==> src/rtl/bist_rx_pkg.sv <==
package bist_rx_pkg;
  typedef enum logic {
    CHK_WAIT = 1'b0,
    CHK_RUN  = 1'b1
  } chk_state_e;

  localparam int unsigned DEF_DATA_W = 8;
  localparam int unsigned DEF_TAP    = 5;
endpackage

==> src/rtl/bist_lfsr.sv <==
module bist_lfsr #(
  parameter int unsigned W   = 9,
  parameter int unsigned TAP = 5
) (
  input  logic         clk,
  input  logic         rst_n,
  input  logic         load,
  input  logic         step,
  output logic [W-1:0] state
);
  localparam logic [W-1:0] ALL_ONES = '1;

  function automatic logic [W-1:0] advance(input logic [W-1:0] s);
    return {s[W-2:0], s[W-1] ^ s[TAP-1]};
  endfunction

  always_ff @(posedge clk or negedge rst_n) begin
    if (!rst_n)    state <= ALL_ONES;
    else if (load) state <= advance(ALL_ONES);
    else if (step) state <= advance(state);
  end

  AST_LFSR_ADVANCES: assert property (@(posedge clk) disable iff (!rst_n)
    (step && !load) |=> (state != $past(state)));

  AST_LFSR_NONZERO: assert property (@(posedge clk) disable iff (!rst_n)
    load |=> (state != '0));
endmodule

==> src/rtl/bist_expect.sv <==
module bist_expect #(
  parameter int unsigned DATA_W = 8
) (
  input  logic [DATA_W:0]   state,
  output logic [DATA_W-1:0] exp_data,
  output logic              exp_special,
  output logic              exp_violation,
  output logic              loop_last
);
  localparam logic [DATA_W:0] VIOL_STATE = {1'b0, {DATA_W{1'b1}}};

  always_comb begin
    exp_data      = ~state[DATA_W-1:0];
    exp_special   = ~state[DATA_W];
    exp_violation = (state == VIOL_STATE);
    // the state before all-ones (the marker) is always VIOL_STATE
    loop_last     = exp_violation;
  end
endmodule

==> src/rtl/bist_compare.sv <==
module bist_compare #(
  parameter int unsigned DATA_W = 8
) (
  input  logic [DATA_W-1:0] in_data,
  input  logic              in_special,
  input  logic              in_viol,
  input  logic [DATA_W-1:0] exp_data,
  input  logic              exp_special,
  input  logic              exp_violation,
  output logic              match
);
  always_comb begin
    if (exp_violation) match = in_viol;
    else match = !in_viol && (in_special == exp_special) && (in_data == exp_data);
  end
endmodule

==> src/rtl/bist_rx_monitor.sv <==
module bist_rx_monitor
  import bist_rx_pkg::*;
#(
  parameter int unsigned       DATA_W    = DEF_DATA_W,
  parameter int unsigned       TAP       = DEF_TAP,
  parameter logic [DATA_W-1:0] FILL_CODE = 8'hBC
) (
  input  logic              clk,
  input  logic              rst_n,
  input  logic              bist_n,
  input  logic              in_valid,
  input  logic [DATA_W-1:0] in_data,
  input  logic              in_special,
  input  logic              in_viol,
  output logic              rdy_n,
  output logic              viol_out
);
  localparam int unsigned LFSR_W = DATA_W + 1;

  chk_state_e          st_q;
  logic [LFSR_W-1:0]   lfsr_state;
  logic [DATA_W-1:0]   exp_data;
  logic                exp_special;
  logic                exp_violation;
  logic                loop_last;
  logic                match;
  logic                is_fill;
  logic                is_marker;
  logic                lfsr_load;
  logic                lfsr_step;

  always_comb begin
    is_fill   = in_special && !in_viol && (in_data == FILL_CODE);
    is_marker = !in_special && !in_viol && (in_data == '0);
    lfsr_load = !bist_n && in_valid && (st_q == CHK_WAIT) && is_marker;
    lfsr_step = !bist_n && in_valid && (st_q == CHK_RUN);
  end

  bist_lfsr #(.W(LFSR_W), .TAP(TAP)) u_lfsr (
    .clk   (clk),
    .rst_n (rst_n),
    .load  (lfsr_load),
    .step  (lfsr_step),
    .state (lfsr_state)
  );

  bist_expect #(.DATA_W(DATA_W)) u_expect (
    .state         (lfsr_state),
    .exp_data      (exp_data),
    .exp_special   (exp_special),
    .exp_violation (exp_violation),
    .loop_last     (loop_last)
  );

  bist_compare #(.DATA_W(DATA_W)) u_compare (
    .in_data       (in_data),
    .in_special    (in_special),
    .in_viol       (in_viol),
    .exp_data      (exp_data),
    .exp_special   (exp_special),
    .exp_violation (exp_violation),
    .match         (match)
  );

  always_ff @(posedge clk or negedge rst_n) begin
    if (!rst_n) begin
      st_q     <= CHK_WAIT;
      rdy_n    <= 1'b1;
      viol_out <= 1'b0;
    end else if (bist_n) begin
      st_q  <= CHK_WAIT;
      rdy_n <= !(in_valid && !is_fill);
      if (in_valid) viol_out <= in_viol;
    end else if (in_valid) begin
      if (st_q == CHK_WAIT) begin
        viol_out <= 1'b0;
        if (is_marker) begin
          st_q  <= CHK_RUN;
          rdy_n <= 1'b0;
        end else begin
          rdy_n <= 1'b1;
        end
      end else begin
        rdy_n    <= loop_last;
        viol_out <= !match;
      end
    end
  end

  AST_FILL_NO_READY: assert property (@(posedge clk) disable iff (!rst_n)
    (bist_n && in_valid && in_special && !in_viol && in_data == FILL_CODE) |=> rdy_n);

  AST_NORMAL_READY: assert property (@(posedge clk) disable iff (!rst_n)
    (bist_n && in_valid && !(in_special && !in_viol && in_data == FILL_CODE)) |=> !rdy_n);

  AST_NORMAL_VIOL: assert property (@(posedge clk) disable iff (!rst_n)
    (bist_n && in_valid) |=> (viol_out == $past(in_viol)));

  AST_WAIT_QUIET: assert property (@(posedge clk) disable iff (!rst_n)
    (!bist_n && in_valid && st_q == CHK_WAIT && !is_marker) |=> (rdy_n && !viol_out));

  AST_IDLE_NORMAL: assert property (@(posedge clk) disable iff (!rst_n)
    (bist_n && !in_valid) |=> rdy_n);

  AST_IDLE_HOLD: assert property (@(posedge clk) disable iff (!rst_n)
    (!bist_n && !in_valid) |=> ($stable(rdy_n) && $stable(viol_out)));

  AST_EXIT_WAIT: assert property (@(posedge clk) disable iff (!rst_n)
    bist_n |=> (st_q == CHK_WAIT));
endmodule

==> config.mk <==
export PLATFORM = sky130hd
export DESIGN_NAME = bist_rx_monitor
export DESIGN_NICKNAME = d
export VERILOG_FILES = /design/src/rtl/bist_rx_pkg.sv /design/src/rtl/bist_lfsr.sv /design/src/rtl/bist_expect.sv /design/src/rtl/bist_compare.sv /design/src/rtl/bist_rx_monitor.sv
export SDC_FILE = /design/constraint.sdc
export NUM_CORES = 1
export LEC_CHECK = 0
export BUFFER_PORTS_ARGS = -buffer_cell sky130_fd_sc_hd__buf_2
export CAP_MARGIN = 20
export CORE_MARGIN = 2
export CORE_UTILIZATION = 45
export DETAILED_ROUTE_END_ITERATION = 12
export PLACE_DENSITY_LB_ADDON = 0.05
export SLEW_MARGIN = 20
export SYNTH_ARGS = -nofsm -noshare
export SYNTH_HDL_FRONTEND = slang
export SYNTH_SLANG_ARGS = --single-unit
export TNS_END_PERCENT = 50
==> constraint.sdc <==
create_clock -name clk -period 1.9 [get_ports clk]
set_clock_uncertainty 0.1 [all_clocks]
set_input_delay 0.095 -clock clk [delete_from_list [all_inputs] [get_ports clk]]
set_output_delay 0.095 -clock clk [all_outputs]
set_load 0.005 [all_outputs]
==> results.py, run 1 <==
metrics = {
    "cells_and_area": {
        "multi_input_area_um2": 415,
        "nNetsFinal": 114,
        "fill_cells": 136,
        "antenna_cells": 0,
        "final-seq-area_um2": 313,
        "final_area_um2": 907,
        "syn_to_final_growth_pct": 21.2,
        "drive_gt1_share_pct": 35.4,
        "stdcell_count": 115,
    },
    "sta": {
        "rsz0062_at_grt": "no",
        "worst_pin_slew_ns": 0.538,
        "finalSetupTns_ns": 0,
        "period_minus_slack_ns": 1.58,
        "clock.fmax_mhz": 634,
        "hold_viol": 0,
        "setup_viol": 0,
        "slew_headroom_pct": 64.0,
        "slew_violations": 0,
        "fin_crit_sh_pct": 83.0,
    },
    "worst_hold_path": {
        "min_path_cells": 3,
        "hold_path_end": "rdy_n$_DFFE_PN1P_",
        "worstHoldPathType": "input port to flop",
        "min_from": "in_data[7]",
    },
    "setup_path": {
        "r2r-start": "u_lfsr.state[0]$_DFFE_PN1P_",
        "required_ns": 1.99,
        "worst-setup-path-type": "input port to flop",
        "startpoint_type": "input port",
        "end_kind": "flop",
        "r2r_cells": 4,
        "r2r-end": "viol_out$_DFFE_PN0P_",
        "worstPathMaxFanout": 10,
        "arrival_ns": 1.67,
        "reg2reg_setup_slack_ns": 0.36,
        "startpoint": "bist_n",
    },
    "synthesis": {
        "async_reset_ff_share_pct": 100,
        "synthCells": 78,
        "synthFlopType": "dfstp_2",
        "synth_seq_cells": 12,
        "avgSynthCellArea_um2": 9.59,
        "synthDistinctLibCells": 27,
        "synth_edf_count": 0,
        "syn_area_um2": 748,
        "yosysSeqAreaShare_pct": 41.8,
        "syn_nets": 92,
        "ys.warnings.count": 0,
    },
    "power_and_ir_drop": {
        "p_leak_nw": 0.421,
        "ir_worst_vdd_uv": 512,
        "p_per_area_nw_per_um2": 609,
    },
    "grt": {
        "grt_pass1_vias": 628,
        "grt_antenna_before_repair": 0,
        "grt_max_degree": 13,
        "gr-total-overflow": 0,
        "grt_use_total_pct": 20.1,
        "grt_pass1_wl_um": 2840,
    },
    "floorplanning": {
        "core-area_um2": 1520,
        "ios": 16,
        "initial_core_util_pct": 49.1,
        "die_w_um": 44.8,
        "fp.dieH_um": 44.8,
        "die_area_um2": 2000,
        "rows": 14,
    },
    "job": {
        "drv_cap": 0,
    },
    "placement": {
        "hpwl_um": 1220,
        "placed_cells": 107,
        "portBuffers": 15,
        "place_area_um2": 831,
        "gp_congestion": 0.764,
    },
    "drt": {
        "num_vias": 647,
        "drtAntennaViolNets": 0,
        "totalWireLength_um": 1660,
        "drt_first_pass_iters": 4,
        "post-route-drc-count": 0,
        "wl_per_cell_um": 14.4,
        "first_iter_violations": 7,
        "avgViaCountPerCell": 5.63,
    },
    "cts": {
        "cts_tree": "built",
        "h-tree-depth": 1,
        "clk_latency_ns": 0.27,
        "cts_resized": 0,
        "cts_sinks": 12,
        "numCtsBuffers": 3,
        "clkTransAtPathRegs_ns": 0.08,
        "clockBufferDepth": 2,
        "cts_root_buf": "clkbuf_4",
        "post-cts-setup-buffers": 0,
    },
    "run_status": {
        "status": "complete, no violations",
    },
}
[kinds of logic (layout without fill, tap and decap cells)]
logic type / count (synthesis) / after routing / share of synthesized area (%)
AO/OA/AOI/OAI: 14 / 14 / 11.4
XOR/XNOR: 10 / 10 / 11.7
buffers and inverters: 4 / 25 / 2.68
flip-flops: 12 / 12 / 41.8
AND/OR/NAND/NOR: 38 / 38 / 32.4
[registers in the layout, indices dropped and copies added, names as in the netlist]
name,count
st_q,1
viol_out,1
rdy_n,1
u_lfsr.state,9
[critical path, cell delays in order]
cell and delay, ns:
dlygate4sd3_1 0.53, buf_2 0.16, nor4_2 0.28, nand4_2 0.32, a22oi_1 0.27
[routing by layer]
layer	vias up	track usage, %	share of wire [%]
met5	-	0	0
met4	0	8.24	2.1
met3	4	5.60	4.3
met2	18	32.8	49
met1	304	25.3	45
li1	321	-	-
[cell type report]
class,count,area share (%)
repair buffers,19,12.7
well taps,16,2.21
inverters,2,0.828
multi-input cells,62,45.8
flip-flops and latches,12,34.5
clock buffers,4,4.00
[layout by cell type (no fill, tap or decap), drive strengths merged]
cell         count
nand3            3
buf             15
a311oi           2
xor2             8
nor4             4
a31oi            1
or2              1
dfrtp            2
nand2b           1
a22oi            1
dfstp           10
dlygate4sd3      4
a21oi            8
a221oi           1
inv              2
and4             1
clkbuf           4
o21ai            1
nand4            5
nor3             2
or3              1
nor2b            1
xnor2            2
nor2            16
nand2            3
[timing repair]
item                                    in CTS  in global routing
hold buffers                                 4                  0
endpoints found under the hold margin       14                  0
endpoints found under the setup margin       0                  0
[synthesized netlist by cell type (2+ instances only)]
cell	count	area (µm²)
a21oi_1	8	40.0
a311oi_1	2	17.5
dfrtp_1	2	50.1
dfstp_2	10	263
inv_1	2	7.51
nand2_1	3	11.3
nand3_1	3	15.0
nand4_1	3	18.8
nand4_2	2	25.0
nor2_1	16	60.1
nor3_1	2	10.0
nor4_4	2	42.5
xnor2_1	2	17.5
xor2_1	8	70.1
[where the power goes]
| group | total [mW] | internal, mW | switching (mW) | leakage (nW) |
|---|---|---|---|---|
| logic | 0.0704 | 0.0341 | 0.0363 | 0.270 |
| registers | 0.274 | 0.267 | 0.00677 | 0.131 |
| clock network | 0.208 | 0.116 | 0.0912 | 0.0210 |
[how the worst max path moves through the flow]
stage / to / slack (ns) / cells after the start
2_1_floorplan: viol_out$_DFFE_PN0P_ / 0.48 / 4
3_3_place_gp: rdy_n$_DFFE_PN1P_ / 0.38 / 4
3_5_place_dp: viol_out$_DFFE_PN0P_ / 0.36 / 4
4_1_cts: u_lfsr.state[8]$_DFFE_PN1P_ / 0.32 / 5
5_1_grt: u_lfsr.state[8]$_DFFE_PN1P_ / 0.18 / 6
6_report: u_lfsr.state[8]$_DFFE_PN1P_ / 0.32 / 5
[metrics by stage]
stage	power, mW	hold slack, ns	worst slack (ns)	util [%]
finish	0.552	0.00569	0.322	59.5
global route	0.579	0.0113	0.178	59.5
CTS	0.557	0.00372	0.323	59.5
detailed placement	0.343	-0.104	0.357	54.5
global placement	0.342	-0.112	0.376	54.5
floorplan	0.307	-0.301	0.484	-
Note: power is estimated with default switching activity, not from simulation.
==> inputs of run 2 (changes only) <==
Clock period 1.9 ns to 1.6 ns, I/O delays scaled along.
==> run 2 against run 1 <==
Compared with the run above:
- cell area increased by 8.7%
- sequential share of layout area shrank 2.8 points
- largest power group unchanged
- largest cell class unchanged
- sequential power is 19% higher
==> results.py, run 2 (synthesized netlist as in run 1, its figures left out) <==
metrics = {
    "drt": {
        "drtAntennaViolNets": 0,
        "wl_per_cell_um": 15.0,
        "num_vias": 665,
        "avgViaCountPerCell": 5.45,
        "totalWireLength_um": 1830,
        "post-route-drc-count": 0,
        "drt_first_pass_iters": 4,
        "first_iter_violations": 5,
    },
    "cells_and_area": {
        "final_cell_mix": "16 x nor2_1, 15 x buf_2, 10 x dfstp_2, 8 x a21oi_1, 8 x xor2_1",
        "multi_input_area_um2": 439,
        "max_flop_register": "u_lfsr.state",
        "syn_to_final_growth_pct": 31.8,
        "antenna_cells": 0,
        "final_common_cell": "nor2_1",
        "largest_reg_flops": 9,
        "nNetsFinal": 121,
        "final-seq-area_um2": 313,
        "postLayoutCoreUtil_pct": 64.7,
        "stdcell_count": 122,
        "drive_gt1_share_pct": 42.5,
        "final_area_um2": 986,
        "fill_cells": 140,
    },
    "cts": {
        "cts_root_buf": "clkbuf_4",
        "h-tree-depth": 1,
        "cts_tree": "built",
        "clockBufferDepth": 2,
        "numCtsBuffers": 3,
        "clkTransAtPathRegs_ns": 0.08,
        "cts_sinks": 12,
        "clk_latency_ns": 0.28,
    },
    "grt": {
        "grt_antenna_before_repair": 0,
        "grt_use_total_pct": 21.5,
        "grt_pass1_vias": 647,
        "gr-total-overflow": 0,
        "grt_pass1_wl_um": 2920,
        "grt_max_degree": 13,
    },
    "worst_hold_path": {
        "worstHoldPathType": "input port to flop",
        "min_from": "in_special",
    },
    "setup_path": {
        "required_ns": 1.69,
        "crit_chain": "nand3_2 -> nor4_4 -> buf_4 -> nor4_2 -> a311oi_1",
        "critPathBufInv": 1,
        "worstPathMaxFanout": 5,
        "startpoint": "u_lfsr.state[4]$_DFFE_PN1P_",
        "r2r-start": "u_lfsr.state[4]$_DFFE_PN1P_",
        "startpoint_type": "flop",
        "arrival_ns": 1.62,
        "cp_top_family": "flip-flops",
        "end_kind": "flop",
        "critPathSlowestCell": "dfstp_2",
        "cpPeakStageDelay_ns": 0.58,
        "worst-setup-path-type": "flop to flop",
    },
    "floorplanning": {
        "die_area_um2": 2000,
        "ios": 16,
        "fp.dieH_um": 44.8,
        "die_w_um": 44.8,
        "rows": 14,
        "initial_core_util_pct": 49.1,
        "core-area_um2": 1520,
    },
    "sta": {
        "slew_headroom_pct": 80.0,
        "postLayoutSetupSlackWorst_ns": 0.0727,
        "setup_viol": 0,
        "worst_pin_slew_ns": 0.297,
        "rsz0062_at_grt": "yes",
        "period_minus_slack_ns": 1.53,
        "clock.fmax_mhz": 655,
        "fin_crit_sh_pct": 95.5,
        "slew_violations": 0,
        "hold_viol": 0,
    },
    "job": {
        "drv_cap": 0,
    },
    "power_and_ir_drop": {
        "ir_worst_vdd_uv": 558,
        "p_per_area_nw_per_um2": 672,
        "power_mw": 0.663,
        "p_leak_nw": 0.456,
    },
    "placement": {
        "gp_congestion": 0.797,
        "pre_cts_ws_ns": 0.0406,
        "hpwl_um": 1340,
        "placed_cells": 109,
        "place_area_um2": 846,
        "portBuffers": 15,
    },
    "run_status": {
        "status": "complete, no violations",
    },
}
==> run 2: cell types whose count changed in the layout (fill, tap and decap cells not counted), sizes merged <==
cell         change
dlygate4sd3      +1
buf              +6
==> run 2: worst paths after layout <==
check | slack, ns | cells past startpoint | endpoint
worst max-delay path | 0.07 | 5 | viol_out$_DFFE_PN0P_
worst min-delay path | 0.03 | 3 | rdy_n$_DFFE_PN1P_
worst max register to register | 0.07 | 5 | viol_out$_DFFE_PN0P_
worst min register to register | 0.44 | 2 | u_lfsr.state[0]$_DFFE_PN1P_
max in group asynchronous | 1.01 | 2 | rdy_n$_DFFE_PN1P_
min in group asynchronous | 0.11 | 2 | viol_out$_DFFE_PN0P_
==> run 2: per-layer routing <==
layer	up-vias	wire length, µm	GRT usage [%]
li1	338	-	-
met5	-	0	0
met4	0	61	15.3
met1	306	756	24.9
met2	14	946	35.4
met3	7	65	4.40
==> run 2: through the flow <==
| stage | TNS [ns] | hold WS (ns) |
|---|---|---|
| after floorplan | 0 | -0.316 |
| after global placement | 0 | -0.127 |
| after detailed placement | 0 | -0.123 |
| after CTS | 0 | 0.00988 |
| after global routing | -0.0725 | 0.0430 |
| final | 0 | 0.0310 |
==> run 2: cell type report <==
| class | instances | area share [%] |
|---|---|---|
| Tap cell | 16 | 2.03 |
| Timing Repair Buffer | 26 | 17.3 |
| Multi-Input combinational cell | 62 | 44.5 |
| Sequential cell | 12 | 31.7 |
| Clock buffer | 4 | 3.68 |
| Inverter | 2 | 0.761 |
==> run 2: repair_timing <==
action | CTS | global route
hold endpoints to repair | 14 | 0
setup buffers | 0 | 4
hold buffers | 5 | 0
setup endpoints to repair | 0 | 2
gates resized for setup | 0 | 4
==> run 2: worst min-delay path, cell delays in order <==
cell and delay (ns):
buf_2 0.13, nand4_1 0.09, a311oi_2 0.10
==> run 2: where the power goes <==
part           total [mW]  internal [mW]  switching, mW
clock network       0.245          0.139          0.107
logic              0.0922         0.0453         0.0470
registers           0.325          0.317        0.00804
total               0.663          0.501          0.162
==> inputs of run 3 (changes only) <==
Settings changed: SYNTH_HIERARCHICAL from default to 1.
==> run 3 against run 2 <==
Compared with the run above:
- the flow now finishes with violations (negative setup slack)
- utilization decreased by 2.7 points
- critical path depth increased by 1
- setup slack got worse by 0.14 ns
- wire length decreased by 6.6%
- cell count increased by 4.1%
- sequential cell count unchanged
- critical endpoint unchanged
- largest power group unchanged
==> results.py, run 3 <==
metrics = {
    "power_and_ir_drop": {
        "p_leak_nw": 0.459,
        "internal_power_mw": 0.455,
        "sw_frac_of_total_pct": 24.7,
        "seqPwrFrac_pct": 53.1,
        "p_comb_share_pct": 14.7,
        "p_per_area_nw_per_um2": 577,
        "p_switching_mw": 0.149,
        "ir_worst_vdd_uv": 639,
        "p_clk_share_pct": 32.1,
    },
    "synthesis": {
        "synth_most_common_cell": "dfstp_2",
        "synth_commonest_cells": "10 x dfstp_2, 9 x inv_1, 9 x xor2_1, 8 x a211o_2, 8 x nor2b_1",
        "synthDistinctLibCells": 28,
        "synthTopCellsByArea": "dfstp_2 33%, a211o_2 10%, xor2_1 9.9%, dfrtp_1 6.3%, nor2b_1 6.3%",
        "yosysSeqAreaShare_pct": 39.4,
        "syn_nets": 92,
        "synthCells": 78,
        "avgSynthCellArea_um2": 10.2,
        "async_reset_ff_share_pct": 100,
        "syn_area_um2": 795,
        "synth_edf_count": 0,
        "yosysTopAreaCell": "dfstp_2",
        "ys.warnings.count": 6,
        "synth_seq_cells": 12,
        "post-synth-top-area-fraction_pct": 33.1,
        "synthFlopType": "dfstp_2",
    },
    "placement": {
        "portBuffers": 15,
        "gp_congestion": 0.817,
        "hpwl_um": 1280,
        "placed_cells": 120,
    },
    "sta": {
        "hold_ws_ns": 0.00884,
        "setup_viol": 1,
        "rsz0062_at_grt": "yes",
        "slew_violations": 0,
        "worst_pin_slew_ns": 0.342,
        "finalSetupTns_ns": -0.0686,
        "postLayoutSetupSlackWorst_ns": -0.0686,
        "clock.fmax_mhz": 599,
        "fin_crit_sh_pct": 104,
        "period_minus_slack_ns": 1.67,
        "hold_viol": 0,
        "slew_headroom_pct": 77.2,
    },
    "setup_path": {
        "worstPathMaxFanout": 3,
        "r2r_cells": 6,
        "reg2reg_setup_slack_ns": -0.07,
        "startpoint_type": "flop",
        "arrival_ns": 1.77,
        "end_kind": "flop",
        "required_ns": 1.70,
        "critPathSlowestCell": "dfstp_2",
        "r2r-start": "u_lfsr/state[6]$_DFFE_PN1P_",
        "r2r-end": "viol_out$_DFFE_PN0P_",
        "worst-setup-path-type": "flop to flop",
        "crit_chain": "nand3_2 -> nor4_4 -> nor3_1 -> a32o_1 -> a2bb2oi_2 -> a21oi_1",
        "cpPeakStageDelay_ns": 0.57,
    },
    "floorplanning": {
        "die_area_um2": 2120,
        "initial_core_util_pct": 47.0,
        "ios": 16,
        "core-area_um2": 1690,
        "fp.dieH_um": 46.0,
        "die_w_um": 46.0,
        "rows": 15,
    },
    "grt": {
        "grt_pass1_wl_um": 2820,
        "grt_use_total_pct": 18.9,
        "grt_max_degree": 19,
        "grt_antenna_before_repair": 0,
        "gr-total-overflow": 0,
        "grt_pass1_vias": 620,
    },
    "drt": {
        "drt_first_pass_iters": 4,
        "maxUsedRoutingLayer": "met3",
        "avgViaCountPerCell": 5.12,
        "num_vias": 650,
        "drtAntennaViolNets": 0,
        "post-route-drc-count": 0,
        "wl_per_cell_um": 13.5,
        "wl_met3_um": 82,
        "wl_met2_um": 747,
        "totalWireLength_um": 1710,
        "first_iter_violations": 10,
        "wl_met1_um": 879,
    },
    "cts": {
        "cts_root_buf": "clkbuf_4",
        "numCtsBuffers": 3,
        "cts_sinks": 12,
        "h-tree-depth": 1,
        "clockBufferDepth": 2,
        "clkTransAtPathRegs_ns": 0.08,
        "cts_tree": "built",
        "clk_latency_ns": 0.27,
    },
    "job": {
        "drv_cap": 0,
    },
    "cells_and_area": {
        "final_common_cell": "buf_2",
        "final_cell_mix": "15 x buf_2, 14 x buf_4, 10 x dfstp_2, 9 x xor2_1",
        "nNetsFinal": 125,
        "largest_reg_flops": 9,
        "postLayoutCoreUtil_pct": 62.0,
        "drive_gt1_share_pct": 55.5,
        "stdcell_count": 127,
        "antenna_cells": 0,
        "syn_to_final_growth_pct": 31.8,
        "max_flop_register": "u_lfsr/state",
    },
    "run_status": {
        "status": "complete, but fails checks",
        "failed_checks": "negative setup slack",
    },
    "worst_hold_path": {
        "worstHoldPathType": "input port to flop",
        "min_from": "in_valid",
        "hold_path_end": "viol_out$_DFFE_PN0P_",
        "min_path_cells": 3,
    },
}
-- run 3: cell count changes in the layout (fill, tap and decap cells not counted), moves of 6 or more --
cell | before | now
a211o_2 | 0 | 8
a21oi_1 | 8 | 1
buf_4 | 6 | 14
inv_1 | 2 | 8
nor2_1 | 16 | 5
nor2b_1 | 1 | 8
-- run 3: layout make-up --
cell class	count	area (µm²)
Fill cell	148	642
Multi-Input combinational cell	54	453
Sequential cell	12	313
Timing Repair Buffer	31	200
Inverter	9	33.8
Clock buffer	4	26.3
Tap cell	17	21.3
-- run 3: logic make-up after synthesis --
family                 Yosys count  synth area share (%)
AND/OR/NAND/NOR                 29                  24.9
buffers and inverters           12                  7.09
XOR/XNOR                        10                  11.0
AO/OA/AOI/OAI                   15                  17.6
flip-flops                      12                  39.4
-- run 3: worst max path at each step --
stage,start,endpoint,slack (ns),cells past startpoint
after floorplan,u_lfsr/state[4]$_DFFE_PN1P_,viol_out$_DFFE_PN0P_,0.00001,6
after global placement,u_lfsr/state[0]$_DFFE_PN1P_,viol_out$_DFFE_PN0P_,-0.10,6
after detailed placement,u_lfsr/state[0]$_DFFE_PN1P_,viol_out$_DFFE_PN0P_,-0.15,6
after CTS,u_lfsr/state[6]$_DFFE_PN1P_,viol_out$_DFFE_PN0P_,-0.08,6
after global routing,u_lfsr/state[6]$_DFFE_PN1P_,viol_out$_DFFE_PN0P_,-0.21,6
final,u_lfsr/state[6]$_DFFE_PN1P_,viol_out$_DFFE_PN0P_,-0.07,6
-- run 3: layer usage --
metal,vias up,GRT usage (%)
li1,336,-
met1,297,27.0
met2,17,29.7
met3,0,2.38
met4,0,5.14
met5,-,0
-- run 3: power by group through the flow --
stage               combinational, mW  sequential, mW  clock, mW
floorplan                      0.0317           0.327          0
global placement               0.0816           0.326          0
detailed placement             0.0821           0.326          0
CTS                            0.0893           0.321      0.206
global route                   0.0992           0.322      0.219
finish                         0.0891           0.321      0.194
-- run 3: per-stage QoR --
| step | total power [mW] | setup WS [ns] | area, µm² |
|---|---|---|---|
| 6_report | 0.605 | -0.0686 | 1050 |
| 5_1_grt | 0.641 | -0.210 | 1050 |
| 4_1_cts | 0.617 | -0.0804 | 1050 |
| 3_5_place_dp | 0.408 | -0.145 | 980 |
| 3_3_place_gp | 0.408 | -0.102 | 980 |
| 2_1_floorplan | 0.358 | 0.0000131 | 808 |
-- run 3: worst max-delay path, delay by kind of cell, from the launching register on --
kind	cells	cell delay, ns
flops	1	0.57
simple gates	3	0.42
compound gates	3	0.51
-- run 3: what timing repair did --
item                                    CTS  global route
pin swaps                                 1             0
endpoints found under the hold margin    13             0
resized for setup                         2             1
setup buffers                             1             0
hold buffers                              2             0
endpoints found under the setup margin    1             9
